File: config.mk
export PLATFORM = sky130hd
export DESIGN_NAME = dual_button_reset
export DESIGN_NICKNAME = d
export VERILOG_FILES = /design/src/rtl/mrst_pkg.sv /design/src/rtl/mrst_sync.sv /design/src/rtl/mrst_tick.sv /design/src/rtl/mrst_debounce.sv /design/src/rtl/mrst_ctrl.sv /design/src/rtl/dual_button_reset.sv
export SDC_FILE = /design/constraint.sdc
export NUM_CORES = 1
export LEC_CHECK = 0
export ABC_AREA = 1
export CAP_MARGIN = 20
export CELL_PAD_IN_SITES_DETAIL_PLACEMENT = 1
export CELL_PAD_IN_SITES_GLOBAL_PLACEMENT = 1
export CORE_ASPECT_RATIO = 0.7
export CORE_MARGIN = 10
export CORE_UTILIZATION = 42
export CTS_CLUSTER_DIAMETER = 80
export CTS_CLUSTER_SIZE = 16
export DETAILED_ROUTE_END_ITERATION = 12
export GPL_TIMING_DRIVEN = 0
export HOLD_SLACK_MARGIN = 0.1
export PLACE_DENSITY = 0.72
export SLEW_MARGIN = 20
export SYNTH_ARGS = -nofsm -noshare
export SYNTH_HDL_FRONTEND = slang
export SYNTH_SLANG_ARGS = --single-unit
File: constraint.sdc
create_clock -name clk_i -period 1.8 [get_ports clk_i]
set_input_delay 0.18 -clock clk_i [delete_from_list [all_inputs] [get_ports clk_i]]
set_output_delay 0.18 -clock clk_i [all_outputs]
set_load 0.005 [all_outputs]
File: src/rtl/mrst_pkg.sv
`timescale 1ns/1ps
package mrst_pkg;

  typedef enum logic [1:0] {
    ST_IDLE  = 2'd0,
    ST_SETUP = 2'd1,
    ST_PULSE = 2'd2,
    ST_WAIT  = 2'd3
  } mrst_state_e;

  // Setup period in seconds for a select value.
  function automatic int setup_seconds(input logic [1:0] sel);
    return 6 + 2 * int'(sel);
  endfunction

  // Pulse width in ticks for a select value and tick rate.
  function automatic int pulse_ticks(input logic [1:0] sel, input int tps);
    case (sel)
      2'd0:    return tps / 2;
      2'd1:    return tps;
      default: return 2 * tps;
    endcase
  endfunction

endpackage

File: src/rtl/mrst_sync.sv
`timescale 1ns/1ps
module mrst_sync #(
  parameter int WIDTH  = 2,
  parameter int STAGES = 2
) (
  input  logic             clk_i,
  input  logic             rst_ni,
  input  logic [WIDTH-1:0] d_i,
  output logic [WIDTH-1:0] q_o
);

  logic [WIDTH-1:0] stg_q [STAGES];

  generate
    for (genvar s = 0; s < STAGES; s++) begin : g_stage
      if (s == 0) begin : g_first
        always_ff @(posedge clk_i or negedge rst_ni) begin
          if (!rst_ni) stg_q[0] <= '1;
          else         stg_q[0] <= d_i;
        end
      end else begin : g_next
        always_ff @(posedge clk_i or negedge rst_ni) begin
          if (!rst_ni) stg_q[s] <= '1;
          else         stg_q[s] <= stg_q[s-1];
        end
      end
    end
  endgenerate

  assign q_o = stg_q[STAGES-1];

endmodule

File: src/rtl/mrst_tick.sv
`timescale 1ns/1ps
module mrst_tick #(
  parameter int CLKS_PER_TICK = 50000
) (
  input  logic clk_i,
  input  logic rst_ni,
  output logic tick_o
);

  generate
    if (CLKS_PER_TICK <= 1) begin : g_every
      logic unused_w;
      assign unused_w = clk_i ^ rst_ni;
      assign tick_o   = 1'b1;
    end else begin : g_div
      localparam int CW = $clog2(CLKS_PER_TICK);
      logic [CW-1:0] cnt_q;
      logic          tick_q;

      always_ff @(posedge clk_i or negedge rst_ni) begin
        if (!rst_ni) begin
          cnt_q  <= '0;
          tick_q <= 1'b0;
        end else if (cnt_q == CW'(CLKS_PER_TICK - 1)) begin
          cnt_q  <= '0;
          tick_q <= 1'b1;
        end else begin
          cnt_q  <= cnt_q + CW'(1);
          tick_q <= 1'b0;
        end
      end

      assign tick_o = tick_q;

      AST_TICK_SPACED: assert property (@(posedge clk_i) disable iff (!rst_ni)
        tick_q |=> !tick_q);
    end
  endgenerate

endmodule

File: src/rtl/mrst_debounce.sv
`timescale 1ns/1ps
module mrst_debounce #(
  parameter int   TICKS = 2,
  parameter logic INIT  = 1'b0
) (
  input  logic clk_i,
  input  logic rst_ni,
  input  logic tick_i,
  input  logic level_i,
  output logic state_o
);

  localparam int CW = (TICKS < 2) ? 1 : $clog2(TICKS + 1);

  logic [CW-1:0] cnt_q;
  logic          st_q;

  always_ff @(posedge clk_i or negedge rst_ni) begin
    if (!rst_ni) begin
      st_q  <= INIT;
      cnt_q <= '0;
    end else if (level_i == st_q) begin
      cnt_q <= '0;
    end else if (tick_i) begin
      if (cnt_q == CW'(TICKS - 1)) begin
        st_q  <= level_i;
        cnt_q <= '0;
      end else begin
        cnt_q <= cnt_q + CW'(1);
      end
    end
  end

  assign state_o = st_q;

  AST_DB_HOLD_WHEN_AGREE: assert property (@(posedge clk_i) disable iff (!rst_ni)
    (level_i == st_q) |=> $stable(st_q));
  AST_DB_MOVES_ON_TICK: assert property (@(posedge clk_i) disable iff (!rst_ni)
    !tick_i |=> $stable(st_q));
  AST_DB_CNT_RANGE: assert property (@(posedge clk_i) disable iff (!rst_ni)
    cnt_q < CW'(TICKS));

endmodule

File: src/rtl/mrst_ctrl.sv
`timescale 1ns/1ps
module mrst_ctrl
  import mrst_pkg::*;
#(
  parameter int TICKS_PER_SEC = 1000
) (
  input  logic       clk_i,
  input  logic       rst_ni,
  input  logic       tick_i,
  input  logic       both_low_i,
  input  logic       both_high_i,
  input  logic [1:0] setup_sel_i,
  input  logic [1:0] pulse_sel_i,
  output logic       pulse_o
);

  localparam int CW = $clog2(12 * TICKS_PER_SEC + 1);

  mrst_state_e   state_q, state_d;
  logic [CW-1:0] cnt_q, cnt_d;
  logic [CW-1:0] setup_lim_q, pulse_lim_q;
  logic [CW-1:0] setup_lim_d, pulse_lim_d;

  assign setup_lim_d = CW'(setup_seconds(setup_sel_i) * TICKS_PER_SEC - 1);
  assign pulse_lim_d = CW'(pulse_ticks(pulse_sel_i, TICKS_PER_SEC) - 1);

  always_comb begin
    state_d = state_q;
    cnt_d   = cnt_q;
    case (state_q)
      ST_IDLE: begin
        cnt_d = '0;
        if (both_low_i) state_d = ST_SETUP;
      end
      ST_SETUP: begin
        if (!both_low_i) begin
          state_d = ST_IDLE;
          cnt_d   = '0;
        end else if (tick_i) begin
          if (cnt_q == setup_lim_q) begin
            state_d = ST_PULSE;
            cnt_d   = '0;
          end else begin
            cnt_d = cnt_q + CW'(1);
          end
        end
      end
      ST_PULSE: begin
        if (tick_i) begin
          if (cnt_q == pulse_lim_q) begin
            state_d = ST_WAIT;
            cnt_d   = '0;
          end else begin
            cnt_d = cnt_q + CW'(1);
          end
        end
      end
      default: begin
        if (both_high_i) state_d = ST_IDLE;
      end
    endcase
  end

  always_ff @(posedge clk_i or negedge rst_ni) begin
    if (!rst_ni) begin
      state_q     <= ST_IDLE;
      cnt_q       <= '0;
      setup_lim_q <= CW'(6 * TICKS_PER_SEC - 1);
      pulse_lim_q <= CW'(TICKS_PER_SEC / 2 - 1);
    end else begin
      state_q <= state_d;
      cnt_q   <= cnt_d;
      if (state_q == ST_IDLE) begin
        setup_lim_q <= setup_lim_d;
        pulse_lim_q <= pulse_lim_d;
      end
    end
  end

  assign pulse_o = (state_q == ST_PULSE);

  AST_PULSE_ONLY_AFTER_SETUP: assert property (@(posedge clk_i) disable iff (!rst_ni)
    (state_q != ST_SETUP && state_q != ST_PULSE) |=> state_q != ST_PULSE);
  AST_SETUP_CNT_RANGE: assert property (@(posedge clk_i) disable iff (!rst_ni)
    (state_q == ST_SETUP) |-> cnt_q <= setup_lim_q);
  AST_LIMITS_FROZEN: assert property (@(posedge clk_i) disable iff (!rst_ni)
    (state_q != ST_IDLE) |=> ($stable(setup_lim_q) && $stable(pulse_lim_q)));
  AST_SETUP_ABORT: assert property (@(posedge clk_i) disable iff (!rst_ni)
    (state_q == ST_SETUP && !both_low_i) |=> state_q == ST_IDLE);
  AST_PULSE_NO_RETURN: assert property (@(posedge clk_i) disable iff (!rst_ni)
    (state_q == ST_PULSE) |=> (state_q == ST_PULSE || state_q == ST_WAIT));
  AST_PULSE_KEEPS: assert property (@(posedge clk_i) disable iff (!rst_ni)
    (state_q == ST_PULSE && !tick_i) |=> state_q == ST_PULSE);
  AST_WAIT_FOR_RELEASE: assert property (@(posedge clk_i) disable iff (!rst_ni)
    (state_q == ST_WAIT && !both_high_i) |=> state_q == ST_WAIT);

endmodule

File: src/rtl/dual_button_reset.sv
`timescale 1ns/1ps
module dual_button_reset #(
  parameter int CLK_HZ      = 50_000_000,
  parameter int TICK_HZ     = 1000,
  parameter int DB_TICKS    = 2,
  parameter int SYNC_STAGES = 2
) (
  input  logic       clk_i,
  input  logic       por_ni,
  input  logic       btn_a_ni,
  input  logic       btn_b_ni,
  input  logic [1:0] setup_sel_i,
  input  logic [1:0] pulse_sel_i,
  output logic       and_out_no,
  output logic       rst_out_no
);

  localparam int CLKS_PER_TICK = CLK_HZ / TICK_HZ;

  logic [1:0] btn_raw, btn_s;
  logic       tick, low_raw, high_raw, low_db, high_db, pulse;

  assign btn_raw = {btn_b_ni, btn_a_ni};

  mrst_sync #(.WIDTH(2), .STAGES(SYNC_STAGES)) u_sync (
    .clk_i(clk_i), .rst_ni(por_ni), .d_i(btn_raw), .q_o(btn_s)
  );

  mrst_tick #(.CLKS_PER_TICK(CLKS_PER_TICK)) u_tick (
    .clk_i(clk_i), .rst_ni(por_ni), .tick_o(tick)
  );

  assign low_raw  = ~btn_s[0] & ~btn_s[1];
  assign high_raw =  btn_s[0] &  btn_s[1];

  mrst_debounce #(.TICKS(DB_TICKS), .INIT(1'b0)) u_db_low (
    .clk_i(clk_i), .rst_ni(por_ni), .tick_i(tick),
    .level_i(low_raw), .state_o(low_db)
  );

  mrst_debounce #(.TICKS(DB_TICKS), .INIT(1'b1)) u_db_high (
    .clk_i(clk_i), .rst_ni(por_ni), .tick_i(tick),
    .level_i(high_raw), .state_o(high_db)
  );

  mrst_ctrl #(.TICKS_PER_SEC(TICK_HZ)) u_ctrl (
    .clk_i(clk_i), .rst_ni(por_ni), .tick_i(tick),
    .both_low_i(low_db), .both_high_i(high_db),
    .setup_sel_i(setup_sel_i), .pulse_sel_i(pulse_sel_i),
    .pulse_o(pulse)
  );

  assign and_out_no = ~low_db;
  assign rst_out_no = ~pulse;

  AST_PULSE_NEEDS_AND: assert property (@(posedge clk_i) disable iff (!por_ni)
    $fell(rst_out_no) |-> $past(!and_out_no));
  AST_FILTERS_EXCLUSIVE: assert property (@(posedge clk_i) disable iff (!por_ni)
    !(low_db && high_db));

endmodule

* After elaboration in Yosys (flattened, before gate mapping)
Cells that the tools add are included.
Storage, ports and cells: flip-flop bits (word level) 71, input bits 8, output and inout port bits 2
Cells by class: $add $sub $neg 7, multiply operators 1, equal/unequal tests 15, multiplexer cells 23, bitwise logic cells 8, reductions and logical operators 10
Operators with widths (count):
- 14-bit two-way mux | 5
- 14-bit case mux with 3 select lines | 1
- 32-bit by 8-bit multiplier with 11-bit output (second input constant) | 1
- 14-bit == test | 2
- 2-bit two-way mux | 13
- 11-bit case mux with 2 select lines | 1
- 16-bit by 1-bit adder with 16-bit output (second input constant) | 1
- 16-bit == test (second input constant) | 1
- 16-bit two-way mux | 1
- 14-bit by 1-bit adder with 14-bit output (second input constant) | 1
- 14-bit by 2-bit subtractor with 14-bit output (second input constant) | 1
- 11-bit by 1-bit subtractor with 12-bit output (second input constant) | 1
- 3-bit AND reduction | 3
- 2-bit by 1-bit == test with 1-bit output (second input constant) | 4
- 1-bit NOT | 6
- 2-bit case mux with 3 select lines | 1
- 6-bit AND reduction | 1
- 2-bit by 1-bit adder with 2-bit output (second input constant) | 2
- 3-bit by 3-bit adder with 4-bit output (first input constant) | 1
- 2-bit logical NOT | 2
- 2-bit by 1-bit inequality test with 1-bit output (second input constant) | 2
- 2-bit nonzero test | 2
- 4-bit nonzero test | 1
- 3-bit by 2-bit inequality test with 1-bit output (second input constant) | 1
- other kinds (7) | 9

* Depth between registers and ports, before layout
word-level depth 5, depth in mapped cells 13, depth with buffers taken out 12

* Hierarchy
From an unflattened synthesis, not the netlist that was laid out.
Unflattened totals: cell total of the unflattened synthesis 465, area, all modules 3585.9 um^2
By module, submodules not included:
- mrst_ctrl | times used 1, cells each 294, area an instance 2265.9 um^2, seq. area each 812.0 um^2
- mrst_tick | times used 1, cells each 122, area an instance 902.1 um^2, seq. area each 425.4 um^2
- mrst_debounce (u_db_high) | times used 1, cells each 19, area an instance 140.1 um^2, seq. area each 76.3 um^2
- mrst_debounce (u_db_low) | times used 1, cells each 19, area an instance 138.9 um^2, seq. area each 75.1 um^2
- mrst_sync | times used 1, cells each 6, area an instance 120.1 um^2, seq. area each 105.1 um^2
- dual_button_reset | times used 1, cells each 5, area an instance 18.8 um^2, seq. area each 0.0 um^2

* Least setup slack after synthesis
Ideal clock, no wire load.
path kind in2reg, start point input port setup_sel_i[0], end point register u_ctrl.setup_lim_q[10], arrival time 2.181 ns, required time 1.721 ns, slack -0.460 ns, stages on the path 10, buffers on the path 0, cells stage by stage inv_1 -> ha_1 -> nand2_1 -> ha_1 -> ha_1 -> inv_1 -> fa_1 -> o2111ai_1 -> xor2_1 -> o21ai_0
On the way: cells in the longest elaborated chain, start to end 3
RTL lines:
- from (decl) | RTL line dual_button_reset.sv:12 | input logic [1:0] setup_sel_i,
- 3-bit by 3-bit adder with 4-bit output | RTL line mrst_pkg.sv:13 | return 6 + 2 * int'(sel);
- 32-bit by 8-bit multiplier with 11-bit output | RTL line mrst_ctrl.sv:24 | assign setup_lim_d = CW'(setup_seconds(setup_sel_i) * TICKS_PER_SEC - 1);
- 14-bit by 2-bit subtractor with 14-bit output | RTL line mrst_ctrl.sv:24
- to (signal assigned) | RTL line mrst_ctrl.sv:68 | setup_lim_q <= CW'(6 * TICKS_PER_SEC - 1);
- to (signal assigned) | RTL line mrst_ctrl.sv:74 | setup_lim_q <= setup_lim_d;
- to (decl) | RTL line mrst_ctrl.sv:21 | logic [CW-1:0] setup_lim_q, pulse_lim_q;
Every way passes these cells. A chain may end at the register's enable or synchronous reset.

* Final worst setup path
Same ends and word-level chain as after synthesis.

==> results.toml <==
[synth]
ys_ff_latch = 60
yosysWarnings = 0
syn_area_um2 = 3570
yosysSeqAreaShare_pct = 42.6
yosys-top-cells-area = "dfrtp_1 32%, nand2_1 12%, dfstp_2 10%, ha_1 8.1%, inv_1 6.6%"
netlist.area_leader.share_pct = 32.2
synth_largest_area_cell = "dfrtp_1"
synthDistinctLibCells = 37
synth_nets = 476
synth_area_per_cell_um2 = 8.04
syn_inst = 444

[timing]
post-route-min-period_ns = 2.00
tightest_slew_ns = 0.529
drv_slew = 0
period_share_pct = 111
hold_slack_ns = 0.205
finalHoldViolCount = 0
setup_tns_ns = -0.515
setup_viol_count_final = 3
fmax_ghz = 0.499
slew_headroom_pct = 64.6
fin_skew_ns = 0.00967
setup_ws_ns = -0.204
rsz0062_at_grt = "true"

[layout]
fill_cells = 990
final_util_pct = 53.4
antenna_cells = 0
area_growth_pct = 25.3
nets = 518
drive_above_1_share_pct = 23.2
finalNonFillerCells = 596

[routing]
viasPerCell = 4.96
wirelength_um = 9210
first_pass_iters = 4
first_iter_violations = 153
ant_nets = 0
drc_errors = 0
routedWlPerCell_um = 15.5
vias = 2957

[floorplanning]
start_util_pct = 42.6
core_um2 = 8370
io-pin-count = 10
dieWidth_um = 130
rows = 28
die-area_um2 = 12600
die_h_um = 97.1

[grt]
grt_pass1_wl_um = 15400
grt_usage_pct = 15.3
grt_use_met1_pct = 21.7
antenna_found_initial = 0
grtUsageMet3_pct = 3.76
grt-busiest-layer = "met2"
overflow = 0
use_met2_pct = 22.1
grt_max_degree = 51
grt_pass1_vias = 3152

[worst_setup_path]
path_class = "input pin to flip-flop"
worstPathArrival_ns = 2.26
worstPathRequired_ns = 2.06
cp-end-kind = "flip-flop"
startpoint_type = "input pin"
critical_path.max_fanout = 3

[power]
ir_drop_uv = 461
intPower_mw = 2.59
pwr-share-comb_pct = 10.1
power_switching_share_pct = 23.6
power_density_nw_per_um2 = 757
seq_power_share_pct = 43.2
clkPwrFrac_pct = 46.7
switching_power_uw = 798
leakage_nw = 2.03

[placement]
dp_hpwl_um = 6460
pre_cts_slack_ns = -1.52
dp_cells = 559
io_buffers = 9
gp_congestion = 0.784

[run]
maxCapViolCount = 0

[cts]
cts_num_sinks = 60
cts_made_buffers = 9
cts_tree = "yes"
clk_path_buf_depth = 2
path_clk_slew_ns = 0.05
insertion_delay_ns = 0.33
h-tree-depth = 3
cts_root_buf = "clkbuf_16"

[status]
violations = "setup timing"
status = "finished with violations"

[hold_path]
hold_class = "input pin to flip-flop"
## critical path: stages
cell	delay, ns
buf_12	0.08
clkinvlp_4	0.11
ha_4	0.30
nand2_4	0.05
ha_4	0.22
ha_4	0.26
inv_2	0.04
fa_2	0.56
o2111ai_2	0.11
xor2_1	0.18
o21ai_1	0.15
## cells in the mapped netlist
cell type  instances
a211oi_1           1
a21oi_1           11
a21oi_2           10
a21oi_4            1
a41oi_1            1
buf_2              3
buf_6              2
clkbuf_1           3
clkbuf_2           1
clkinv_1           1
dfrtp_1           46
dfstp_2           14
fa_1               1
ha_1              23
inv_1             63
inv_2              2
nand2_1          112
nand2_2            2
nand2_4            1
nand3_1           20
nand3b_1           3
nand4_1            7
nor2_1            39
nor2_2             2
nor3_1             8
nor3_2             1
nor4_1             3
o2111ai_1          1
o211ai_1           1
o21a_1             2
o21ai_0           27
o21bai_1           2
o31ai_1            1
or2_0              2
or2_2              4
xnor2_1            5
xor2_1            18
## cells in the final DEF (no fill, tap or decap), types with 6 or more instances in the layout
master,Yosys,routed
dfstp_2,14,14
nor3_1,8,6
clkbuf_16,0,9
a21oi_1,11,10
nand2_1,112,110
ha_4,0,8
o21ai_1,0,6
inv_2,2,7
a21oi_2,10,10
buf_4,0,19
dfrtp_1,46,45
xor2_1,18,18
nor2_1,39,35
nand3_1,20,20
nand4_1,7,7
ha_1,23,15
o21ai_0,27,19
inv_1,63,55
## through the flow
step	total power, mW	area (um2)
floorplan	1.65	3640
global placement	1.75	3860
detailed placement	1.77	3880
CTS	3.41	4320
global route	3.56	4470
finish	3.38	4470
## power groups by stage
stage / Combinational [mW] / Sequential (mW) / Clock [mW]
finish: 0.343 / 1.46 / 1.58
detailed placement: 0.290 / 1.48 / 0
global placement: 0.271 / 1.48 / 0
CTS: 0.331 / 1.46 / 1.62
floorplan: 0.188 / 1.47 / 0
global route: 0.390 / 1.47 / 1.70
## sequential cells by signal, indices dropped and copies added (netlist names)
name	flops
u_db_high.cnt_q	2
u_ctrl.state_q	2
u_db_high.state_o	1
u_ctrl.pulse_lim_q	7
u_sync.stg_q	2
u_sync.q_o	2
u_tick.tick_o	1
u_ctrl.setup_lim_q	10
u_tick.g_div.cnt_q	16
u_db_low.cnt_q	2
u_db_low.state_o	1
u_ctrl.cnt_q	14
## worst paths after layout
kind | slack [ns] | depth (start not counted) | end | start
setup reg to reg | 0.08 | 10 | u_ctrl.cnt_q[8]$_DFFE_PN0P_ | u_ctrl.state_q[0]$_DFFE_PN0P_
min in group asynchronous | 0.23 | 2 | u_ctrl.cnt_q[9]$_DFFE_PN0P_ | por_ni
hold / removal | 0.21 | 3 | u_ctrl.setup_lim_q[8]$_DFFE_PN1P_ | setup_sel_i[1]
max in group asynchronous | 1.03 | 3 | u_ctrl.pulse_lim_q[6]$_DFFE_PN1P_ | por_ni
hold reg to reg | 0.35 | 0 | u_sync.q_o[1]$_DFF_PN1_ | u_sync.stg_q[3]$_DFF_PN1_
setup / recovery | -0.20 | 11 | u_ctrl.setup_lim_q[10]$_DFFE_PN1P_ | setup_sel_i[0]
## routing by layer
| layer | vias to the layer above | share of wire, % | routed length (um) |
|---|---|---|---|
| li1 | 1495 | - | - |
| met2 | 30 | 44 | 4060 |
| met1 | 1422 | 52 | 4780 |
| met3 | 10 | 2.7 | 248 |
| met5 | - | 0 | 0 |
| met4 | 0 | 1.4 | 127 |
## final cells by class
cell class | instances | area (um2) | area share [%]
clock inverters | 2 | 10.0 | 0.224
multi-input cells | 309 | 1920 | 42.9
clock buffers | 14 | 264 | 5.90
inverters | 66 | 259 | 5.79
flip-flops and latches | 60 | 1520 | 34.0
repair buffers | 31 | 297 | 6.63
plain buffers | 9 | 75.1 | 1.68
well taps | 105 | 131 | 2.94
## timing repair
item                                    4_1_cts  5_1_grt
setup buffers                                13        7
hold buffers                                  1        0
gates resized for setup                      30       35
endpoints found under the setup margin       26       27
hold endpoints to repair                     46        0
pin swaps                                    14       16
## cells by family after synthesis
kind of cell    after synthesis  share of synthesized area [%]
compound gates               58                           10.2
simple gates                204                           24.5
xor+xnor                     23                           5.64
flops                        60                           42.6
buf+inv                      75                           8.45
fa+ha+maj                    24                           8.62
Power figures use the tool's default switching activity.
